==> config.mk <==
export PLATFORM = sky130hd
export DESIGN_NAME = add_byte_decoder
export DESIGN_NICKNAME = d
export VERILOG_FILES = /design/src/rtl/add_dec_pkg.sv /design/src/rtl/add_opc_classify.sv /design/src/rtl/add_imm_collect.sv /design/src/rtl/add_imm_extend.sv /design/src/rtl/add_byte_decoder.sv
export SDC_FILE = /design/constraint.sdc
export NUM_CORES = 1
export LEC_CHECK = 0
export BUFFER_PORTS_ARGS = -buffer_cell sky130_fd_sc_hd__clkbuf_2
export CAP_MARGIN = 10
export CORE_UTILIZATION = 54
export CTS_BUF_LIST = sky130_fd_sc_hd__clkbuf_16
export DETAILED_ROUTE_END_ITERATION = 6
export PLACE_DENSITY = 0.8
export SLEW_MARGIN = 20
export SYNTH_ARGS = -nofsm -noshare
export SYNTH_HDL_FRONTEND = slang
export SYNTH_SLANG_ARGS = --single-unit
==> constraint.sdc <==
create_clock -name clk -period 2.6 [get_ports clk]
set_input_delay 0.39 -clock clk [delete_from_list [all_inputs] [get_ports clk]]
set_output_delay 0.39 -clock clk [all_outputs]
set_load 0.01 [all_outputs]
==> src/rtl/add_dec_pkg.sv <==
// Shared types for the ADD byte decoder.
// Assumes operand widths are 8, 16 or 32 bits only.
package add_dec_pkg;

    typedef enum logic [1:0] {
        SZ_8  = 2'd0,
        SZ_16 = 2'd1,
        SZ_32 = 2'd2
    } opsize_e;

    typedef enum logic [1:0] {
        ST_OPC,
        ST_MODRM,
        ST_IMM,
        ST_OUT
    } dec_state_e;

    typedef struct packed {
        logic       known;      // opcode belongs to the ADD family
        logic       has_modrm;  // a ModRM byte follows
        logic       group;      // ADD only if ModRM reg field is zero
        opsize_e    size;       // operand width
        logic       reg_dst;    // register operand is written
        logic       acc;        // implicit accumulator form
        logic [2:0] imm_bytes;  // immediate bytes that follow
        logic       sext;       // immediate byte is sign-extended
    } opc_info_t;

endpackage

==> src/rtl/add_opc_classify.sv <==
// Combinational opcode classifier for the ADD family.
// Assumes wide_mode already reflects the operand-size mode for this opcode.
module add_opc_classify
    import add_dec_pkg::*;
(
    input  logic [7:0] opc,
    input  logic       wide_mode,
    output opc_info_t  info
);

    opsize_e    wsize;
    logic [2:0] wbytes;

    // Purpose: pick the mode width and its immediate length.
    always_comb begin
        wsize  = wide_mode ? SZ_32 : SZ_16;
        wbytes = wide_mode ? 3'd4 : 3'd2;
    end

    // Purpose: map each opcode to its decode attributes.
    always_comb begin
        info = '0;
        case (opc)
            8'h00, 8'h01, 8'h02, 8'h03: begin
                info.known     = 1'b1;
                info.has_modrm = 1'b1;
                info.size      = opc[0] ? wsize : SZ_8;
                info.reg_dst   = opc[1];
            end
            8'h04: begin
                info.known     = 1'b1;
                info.size      = SZ_8;
                info.reg_dst   = 1'b1;
                info.acc       = 1'b1;
                info.imm_bytes = 3'd1;
            end
            8'h05: begin
                info.known     = 1'b1;
                info.size      = wsize;
                info.reg_dst   = 1'b1;
                info.acc       = 1'b1;
                info.imm_bytes = wbytes;
            end
            8'h80: begin
                info.known     = 1'b1;
                info.has_modrm = 1'b1;
                info.group     = 1'b1;
                info.size      = SZ_8;
                info.imm_bytes = 3'd1;
            end
            8'h81: begin
                info.known     = 1'b1;
                info.has_modrm = 1'b1;
                info.group     = 1'b1;
                info.size      = wsize;
                info.imm_bytes = wbytes;
            end
            8'h83: begin
                info.known     = 1'b1;
                info.has_modrm = 1'b1;
                info.group     = 1'b1;
                info.size      = wsize;
                info.imm_bytes = 3'd1;
                info.sext      = 1'b1;
            end
            default: info = '0;
        endcase
    end

endmodule

==> src/rtl/add_imm_collect.sv <==
// Little-endian immediate assembler: one byte lane written per strobe.
// Assumes idx stays below LANES while wr is high.
module add_imm_collect #(
    parameter int LANE_W = 8,
    parameter int LANES  = 4,
    localparam int IDX_W = (LANES > 1) ? $clog2(LANES) : 1
) (
    input  logic                    clk,
    input  logic                    rst_n,
    input  logic                    clr,
    input  logic                    wr,
    input  logic [IDX_W-1:0]        idx,
    input  logic [LANE_W-1:0]       din,
    output logic [LANES*LANE_W-1:0] value
);

    for (genvar g = 0; g < LANES; g++) begin : g_lane
        logic [LANE_W-1:0] lane_q;

        // Purpose: clear the lane on a new instruction, or load it when addressed.
        always_ff @(posedge clk) begin
            if (!rst_n || clr) begin
                lane_q <= '0;
            end else if (wr && idx == IDX_W'(g)) begin
                lane_q <= din;
            end
        end

        assign value[g*LANE_W +: LANE_W] = lane_q;
    end

endmodule

==> src/rtl/add_imm_extend.sv <==
// Sign extension of a single immediate byte to the operand width.
// Assumes only bits [7:0] of raw are meaningful when sext is set.
module add_imm_extend
    import add_dec_pkg::*;
#(
    parameter int IMM_W = 32
) (
    input  logic [IMM_W-1:0] raw,
    input  opsize_e          size,
    input  logic             sext,
    output logic [IMM_W-1:0] value
);

    logic [7:0] lo;
    assign lo = raw[7:0];

    // Purpose: widen the low byte by its sign bit up to the operand width.
    always_comb begin
        value = raw;
        if (sext) begin
            case (size)
                SZ_32:   value = {{(IMM_W-8){lo[7]}}, lo};
                SZ_16:   value = {{(IMM_W-16){1'b0}}, {8{lo[7]}}, lo};
                default: value = raw;
            endcase
        end
    end

endmodule

==> src/rtl/add_byte_decoder.sv <==
// Byte-serial decoder for the ADD instruction family.
// Takes opcode, optional ModRM, then immediate bytes. Emits one record
// per instruction for a single cycle, during which no byte is taken.
// Assumes the caller has stripped prefixes and supplies the mode width on size32.
module add_byte_decoder
    import add_dec_pkg::*;
#(
    parameter int IMM_W = 32
) (
    input  logic             clk,
    input  logic             rst_n,
    input  logic             size32,
    input  logic             in_valid,
    input  logic [7:0]       in_byte,
    output logic             in_ready,
    output logic             out_valid,
    output logic             out_illegal,
    output logic [1:0]       out_size,
    output logic             out_reg_dst,
    output logic             out_acc,
    output logic [1:0]       out_mod,
    output logic [2:0]       out_reg,
    output logic [2:0]       out_rm,
    output logic [IMM_W-1:0] out_imm
);

    localparam int LANES = IMM_W / 8;
    localparam int IDX_W = (LANES > 1) ? $clog2(LANES) : 1;
    localparam int CNT_W = $clog2(LANES + 1);

    dec_state_e       state_q;
    opc_info_t        cur_info;
    opsize_e          size_q;
    logic             dst_q, acc_q, grp_q, sext_q, illegal_q;
    logic [7:0]       modrm_q;
    logic [CNT_W-1:0] cnt_q;
    logic [IDX_W-1:0] idx_q;
    logic             accept;
    logic [IMM_W-1:0] imm_raw, imm_ext;

    assign accept = in_valid && in_ready;

    add_opc_classify u_classify (
        .opc       (in_byte),
        .wide_mode (size32),
        .info      (cur_info)
    );

    // Purpose: walk opcode, ModRM and immediate phases, then hold the record one cycle.
    always_ff @(posedge clk) begin
        if (!rst_n) begin
            state_q   <= ST_OPC;
            size_q    <= SZ_8;
            dst_q     <= 1'b0;
            acc_q     <= 1'b0;
            grp_q     <= 1'b0;
            sext_q    <= 1'b0;
            illegal_q <= 1'b0;
            modrm_q   <= '0;
            cnt_q     <= '0;
            idx_q     <= '0;
        end else begin
            case (state_q)
                ST_OPC: if (accept) begin
                    size_q    <= cur_info.size;
                    dst_q     <= cur_info.reg_dst;
                    acc_q     <= cur_info.acc;
                    grp_q     <= cur_info.group;
                    sext_q    <= cur_info.sext;
                    illegal_q <= !cur_info.known;
                    modrm_q   <= '0;
                    idx_q     <= '0;
                    cnt_q     <= CNT_W'(cur_info.imm_bytes);
                    if (!cur_info.known)        state_q <= ST_OUT;
                    else if (cur_info.has_modrm) state_q <= ST_MODRM;
                    else                         state_q <= ST_IMM;
                end
                ST_MODRM: if (accept) begin
                    modrm_q <= in_byte;
                    if (grp_q && in_byte[5:3] != 3'd0) begin
                        illegal_q <= 1'b1;
                        state_q   <= ST_OUT;
                    end else if (cnt_q != '0) begin
                        state_q <= ST_IMM;
                    end else begin
                        state_q <= ST_OUT;
                    end
                end
                ST_IMM: if (accept) begin
                    idx_q <= idx_q + 1'b1;
                    cnt_q <= cnt_q - 1'b1;
                    if (cnt_q == CNT_W'(1)) state_q <= ST_OUT;
                end
                default: state_q <= ST_OPC;
            endcase
        end
    end

    add_imm_collect #(
        .LANE_W (8),
        .LANES  (LANES)
    ) u_collect (
        .clk   (clk),
        .rst_n (rst_n),
        .clr   (accept && state_q == ST_OPC),
        .wr    (accept && state_q == ST_IMM),
        .idx   (idx_q),
        .din   (in_byte),
        .value (imm_raw)
    );

    add_imm_extend #(
        .IMM_W (IMM_W)
    ) u_extend (
        .raw   (imm_raw),
        .size  (size_q),
        .sext  (sext_q),
        .value (imm_ext)
    );

    // Purpose: drive the handshake and the record, zeroing fields of an illegal record.
    always_comb begin
        in_ready    = (state_q != ST_OUT);
        out_valid   = (state_q == ST_OUT);
        out_illegal = illegal_q;
        out_size    = illegal_q ? 2'd0 : size_q;
        out_reg_dst = !illegal_q && dst_q;
        out_acc     = !illegal_q && acc_q;
        out_mod     = illegal_q ? 2'd0 : modrm_q[7:6];
        out_reg     = illegal_q ? 3'd0 : modrm_q[5:3];
        out_rm      = illegal_q ? 3'd0 : modrm_q[2:0];
        out_imm     = illegal_q ? '0 : imm_ext;
    end

endmodule

# == Word level (Yosys, flattened, before mapping) ==
# Cells that the tools add are included.
# word_totals
word_cells,113
input_bits,12
out_inout_bits,47
reg_bits,54
# classes
n_reduce_logical,34
n_eq_ne,23
muxes,40
n_addsub,2
# ops
op,count
32-bit 2-to-1 mux,2
32-bit one-hot mux with 2 select lines,1
"8-bit equality test, second input constant",3
2-bit 2-to-1 mux,12
"8-bit by 2-bit equality test with 1-bit output, second input constant",2
"8-bit by 3-bit equality test with 1-bit output, second input constant",2
8-bit 2-to-1 mux,2
8-bit one-hot mux with 2 select lines,1
3-bit 2-to-1 mux,5
"2-bit inequality test, second input constant",6
3-bit one-hot mux with 2 select lines,2
"2-bit equality test, second input constant",5
1-bit logical AND,10
1-bit 2-to-1 mux,10
3-bit OR reduction,3
9-bit OR reduction,1
"8-bit by 1-bit equality test with 1-bit output, second input constant",1
8-bit zero test,1
2-bit one-hot mux with 2 select lines,2
4-bit AND reduction,2
7-bit OR reduction,1
"2-bit by 1-bit equality test with 1-bit output, second input constant",3
2-bit one-hot mux with 3 select lines,1
3-bit AND reduction,2
other kinds (12),19

# == Longest topological paths before layout ==
# depth
word_depth,7
ltp_mapped,9
mapped_depth_nobuf,6

# == Hierarchy ==
# From an unflattened synthesis, not the netlist that was laid out.
# unflattened
hier_cells,390
hier_area_um2,3278.1
# by_module_without_submodules
module,area_per_inst_um2,cells_per_inst,n_inst,seq_area_each_um2
add_imm_collect,1357.6,122,1,640.6
add_byte_decoder,1340.0,172,1,440.4
add_imm_extend,385.4,67,1,0.0
add_opc_classify,195.2,29,1,0.0

# == Worst setup path after synthesis ==
# OpenSTA, ideal clock, no wires.
# synth_timing
path_kind,flip-flop to output port
start,register size_q[0]
end,output port out_imm[21]
path_slack_ns,0.519
n_path_buf,2
t_required_ns,2.210
arrival_ns,1.691
stages_incl_launch_ff,8
path_cell_list,dfxtp_1 > inv_1 > ha_1 > nor2b_1 > clkbuf_1 > a21oi_1 > clkbuf_1 > o21a_1
# synth_via
elab_chain_cells,4
elab_cells_between_ends,5
classes_between,2 x eq/ne; 3 x mux
# synth_rtl
element,line_no,text
from (decl),add_byte_decoder.sv:33,opsize_e size_q;
from (signal assigned),add_byte_decoder.sv:65,size_q <= cur_info.size;
2-bit by 1-bit equality test with 1-bit output / 2-bit equality test (equally long branches),add_imm_extend.sv:21,case (size)
32-bit one-hot mux with 2 select lines (*),add_imm_extend.sv:21,
32-bit 2-to-1 mux (*),add_imm_extend.sv:20,if (sext) begin
32-bit 2-to-1 mux (*),add_byte_decoder.sv:132,out_imm = illegal_q ? '0 : imm_ext;
to (decl),add_byte_decoder.sv:24,output logic [IMM_W-1:0] out_imm
# Mark *: on every way between the ends. The rest lies on a longest branch, timed or not.

# == Final worst setup path ==
# layout_timing
start,register size_q[0]
end,output port out_imm[12]
# The elaborated chain is that of the path after synthesis.

==> results.json <==
{
  "final_cell_mix": "nand2_1, clkbuf_2, dfxtp_1",
  "grt.total_usage_pct": 26.4,
  "mostFrequentLayoutCell": "nand2_1",
  "cp-end-kind": "primary output",
  "ys_warn_count": 0,
  "synth_seq_area_share_pct": 39.3,
  "rsz0062_at_grt": "false",
  "synth_nets": 371,
  "fmax_mhz": 452,
  "cp.required_ps": 2210,
  "grt_pass1_vias": 2258,
  "drive_above_1_share_pct": 18.9,
  "ant_nets": 0,
  "cts_hold_buf": 0,
  "yosysUniqueCellTypes": 41,
  "cts_tree": "built",
  "finalMaxSlewViolations": 0,
  "switchingPower_uw": 796,
  "period_share_pct": 85.1,
  "grt_max_degree": 35,
  "yosys-top-cells-area": "dfxtp_1, nand2_1, nor2b_1",
  "io_buffer_count": 58,
  "via_count": 2512,
  "clockRootBuffer": "clkbuf_16",
  "hold_slack_ps": 337,
  "wire_per_inst_um": 14.3,
  "synthCells": 346,
  "setup_viol": 0,
  "synthFlopType": "dfxtp_1",
  "fillCellCount": 425,
  "antennaDiodeCount": 0,
  "htree_levels": 2,
  "cp.arrival_ps": 1820,
  "relSlewSlack_pct": 62.4,
  "via_per_inst": 5.48,
  "ys_ff_latch": 54,
  "r2r_slack_ps": 640,
  "pwr-share-clk_pct": 31.9,
  "die_h_um": 73.4,
  "drc": 0,
  "tns_ps": 0,
  "async_flop_share_pct": 0,
  "min_period_ps": 2210,
  "status": "completed",
  "postCtsSetupRepairBufs": 0,
  "finalClockSkew_ps": 3.46,
  "r2r-end": "cnt_q[1]",
  "place_ws_ps": 579,
  "seqPwrFrac_pct": 39.3,
  "finalNonFillerCells": 458,
  "ios": 59,
  "start_util_pct": 57.1,
  "internal-power_mw": 1.61,
  "nNetsFinal": 415,
  "clock_sinks": 54,
  "power.density_nw_per_um2": 746,
  "drtIter0Drc": 215,
  "synth_edf_count": 0,
  "synth_top_area_share_pct": 39.3,
  "r2r-start": "state_q[0]",
  "row_count": 25,
  "leakage_nw": 1.31,
  "grt_pass1_wl_mm": 10.9,
  "cts_repair_resize_count": 0,
  "antenna_found_initial": 0,
  "firstDrtPassIters": 4,
  "syn_area_um2": 2750,
  "place_congestion": 0.822,
  "maxCapViolations": 0,
  "hold_end": "size_q[0]",
  "core_area_um2": 4820,
  "reg2regPathDepth": 6,
  "hold_depth": 2,
  "numCtsBuffers": 5,
  "switching_share_pct": 33.1,
  "grt_overflow": 0,
  "synth_top_cell_by_area": "dfxtp_1",
  "die_w_um": 73.4,
  "worstSkewPairLatency_ps": 290,
  "tightestPinTransition_ps": 559,
  "start_kind": "register",
  "avgSynthCellArea_um2": 7.95,
  "criticalPathCategory": "reg2out",
  "ctsLongestPathBuffers": 2,
  "finalHoldViolations": 0,
  "place_hpwl_mm": 4.49,
  "cp_max_fo": 8,
  "power_frac_comb_pct": 28.8,
  "syn_to_final_growth_pct": 17.3,
  "worstHoldPathType": "in2reg",
  "hold_start": "size32",
  "dp.cells": 450,
  "clk_pin_slew_ps": 70,
  "setup_slack_ps": 386,
  "dieArea_um2": 5380,
  "ir_drop_mv": 0.536,
  "finalWirelength_mm": 6.53
}
-- critical path, cell delays in order (launching register included) --
cell and delay, ps:
dfxtp_1 340, inv_1 80, ha_1 290, nor2b_1 170, a21oi_1 110, a21o_1 270, o21a_1 150, clkbuf_2 120
-- layout make-up --
cell class	instances	area, um^2	share of cell area, %
sequential	54	1080	33.5
clock inverter	3	47.5	1.47
clock buffer	5	125	3.88
inverter	12	45.0	1.40
multi-input combinational	254	1520	47.0
timing repair buffer	63	328	10.2
tap	67	83.8	2.60
-- metrics by stage --
stage | power (mW) | utilization (%) | instance area, um^2
2_1_floorplan | 1.45 | - | 2750
3_3_place_gp | 1.63 | 63.4 | 3050
3_5_place_dp | 1.65 | 63.4 | 3050
4_1_cts | 2.42 | 67.0 | 3230
5_1_grt | 2.55 | 67.0 | 3230
6_report | 2.41 | 67.0 | 3230
-- how the worst max path moves through the flow --
stage | startpoint | endpoint | slack, ps | depth (start not counted)
detailed placement | in_byte[3] | cnt_q[2] | 580 | 5
global placement | in_byte[3] | cnt_q[2] | 610 | 5
finish | size_q[0] | out_imm[12] | 390 | 7
CTS | size_q[0] | out_imm[12] | 370 | 7
global route | size_q[0] | out_imm[11] | 240 | 7
floorplan | size_q[0] | out_imm[21] | 520 | 7
-- registers in the layout, summed over array words and instances (netlist names) --
| name | cells |
|---|---|
| acc_q | 1 |
| dst_q | 1 |
| sext_q | 1 |
| out_illegal | 1 |
| size_q | 2 |
| state_q | 2 |
| cnt_q | 3 |
| modrm_q | 8 |
| idx_q | 2 |
| grp_q | 1 |
| u_collect.g_lane.lane_q | 32 |
-- power groups by stage --
stage | logic, mW | registers, mW | clock network [mW]
4_1_cts | 0.693 | 0.944 | 0.783
2_1_floorplan | 0.498 | 0.954 | 0
3_3_place_gp | 0.672 | 0.959 | 0
3_5_place_dp | 0.689 | 0.963 | 0
5_1_grt | 0.781 | 0.952 | 0.816
6_report | 0.692 | 0.946 | 0.768
-- per-layer routing --
metal	share of wire, %	up-vias	GRT usage [%]
met4	1.1	0	9.62
met3	7.1	6	3.84
met5	0	-	0
met2	45	90	41.5
met1	47	1159	37.1
li1	-	1257	-
-- cells by family after synthesis --
| family | after synthesis | share of synthesized area [%] |
|---|---|---|
| AOI/OAI and AO/OA | 96 | 22.9 |
| xor gates and xnor gates | 2 | 0.637 |
| adders and majority gates | 13 | 5.91 |
| buffers and inverters | 38 | 5.55 |
| DFF | 54 | 39.3 |
| and+or+nand+nor | 143 | 25.7 |
-- Yosys cell counts (2+ instances only) --
cell and n:
nand2_1 75, dfxtp_1 54, a21oi_1 37, nor2b_1 30, o21a_1 24, clkbuf_1 22
ha_1 13, inv_1 12, a22oi_1 8, and2_1 7, nand2b_1 7, nor2_1 6
o21ai_0 6, nand3_1 5, and3b_1 3, o211a_1 3, a2bb2oi_1 2, buf_2 2
nor3_1 2, nor4_1 2, o22ai_1 2, o2bb2ai_1 2, o31ai_1 2, or4_4 2
xnor2_1 2
Note: power is estimated with default switching activity, not from simulation.
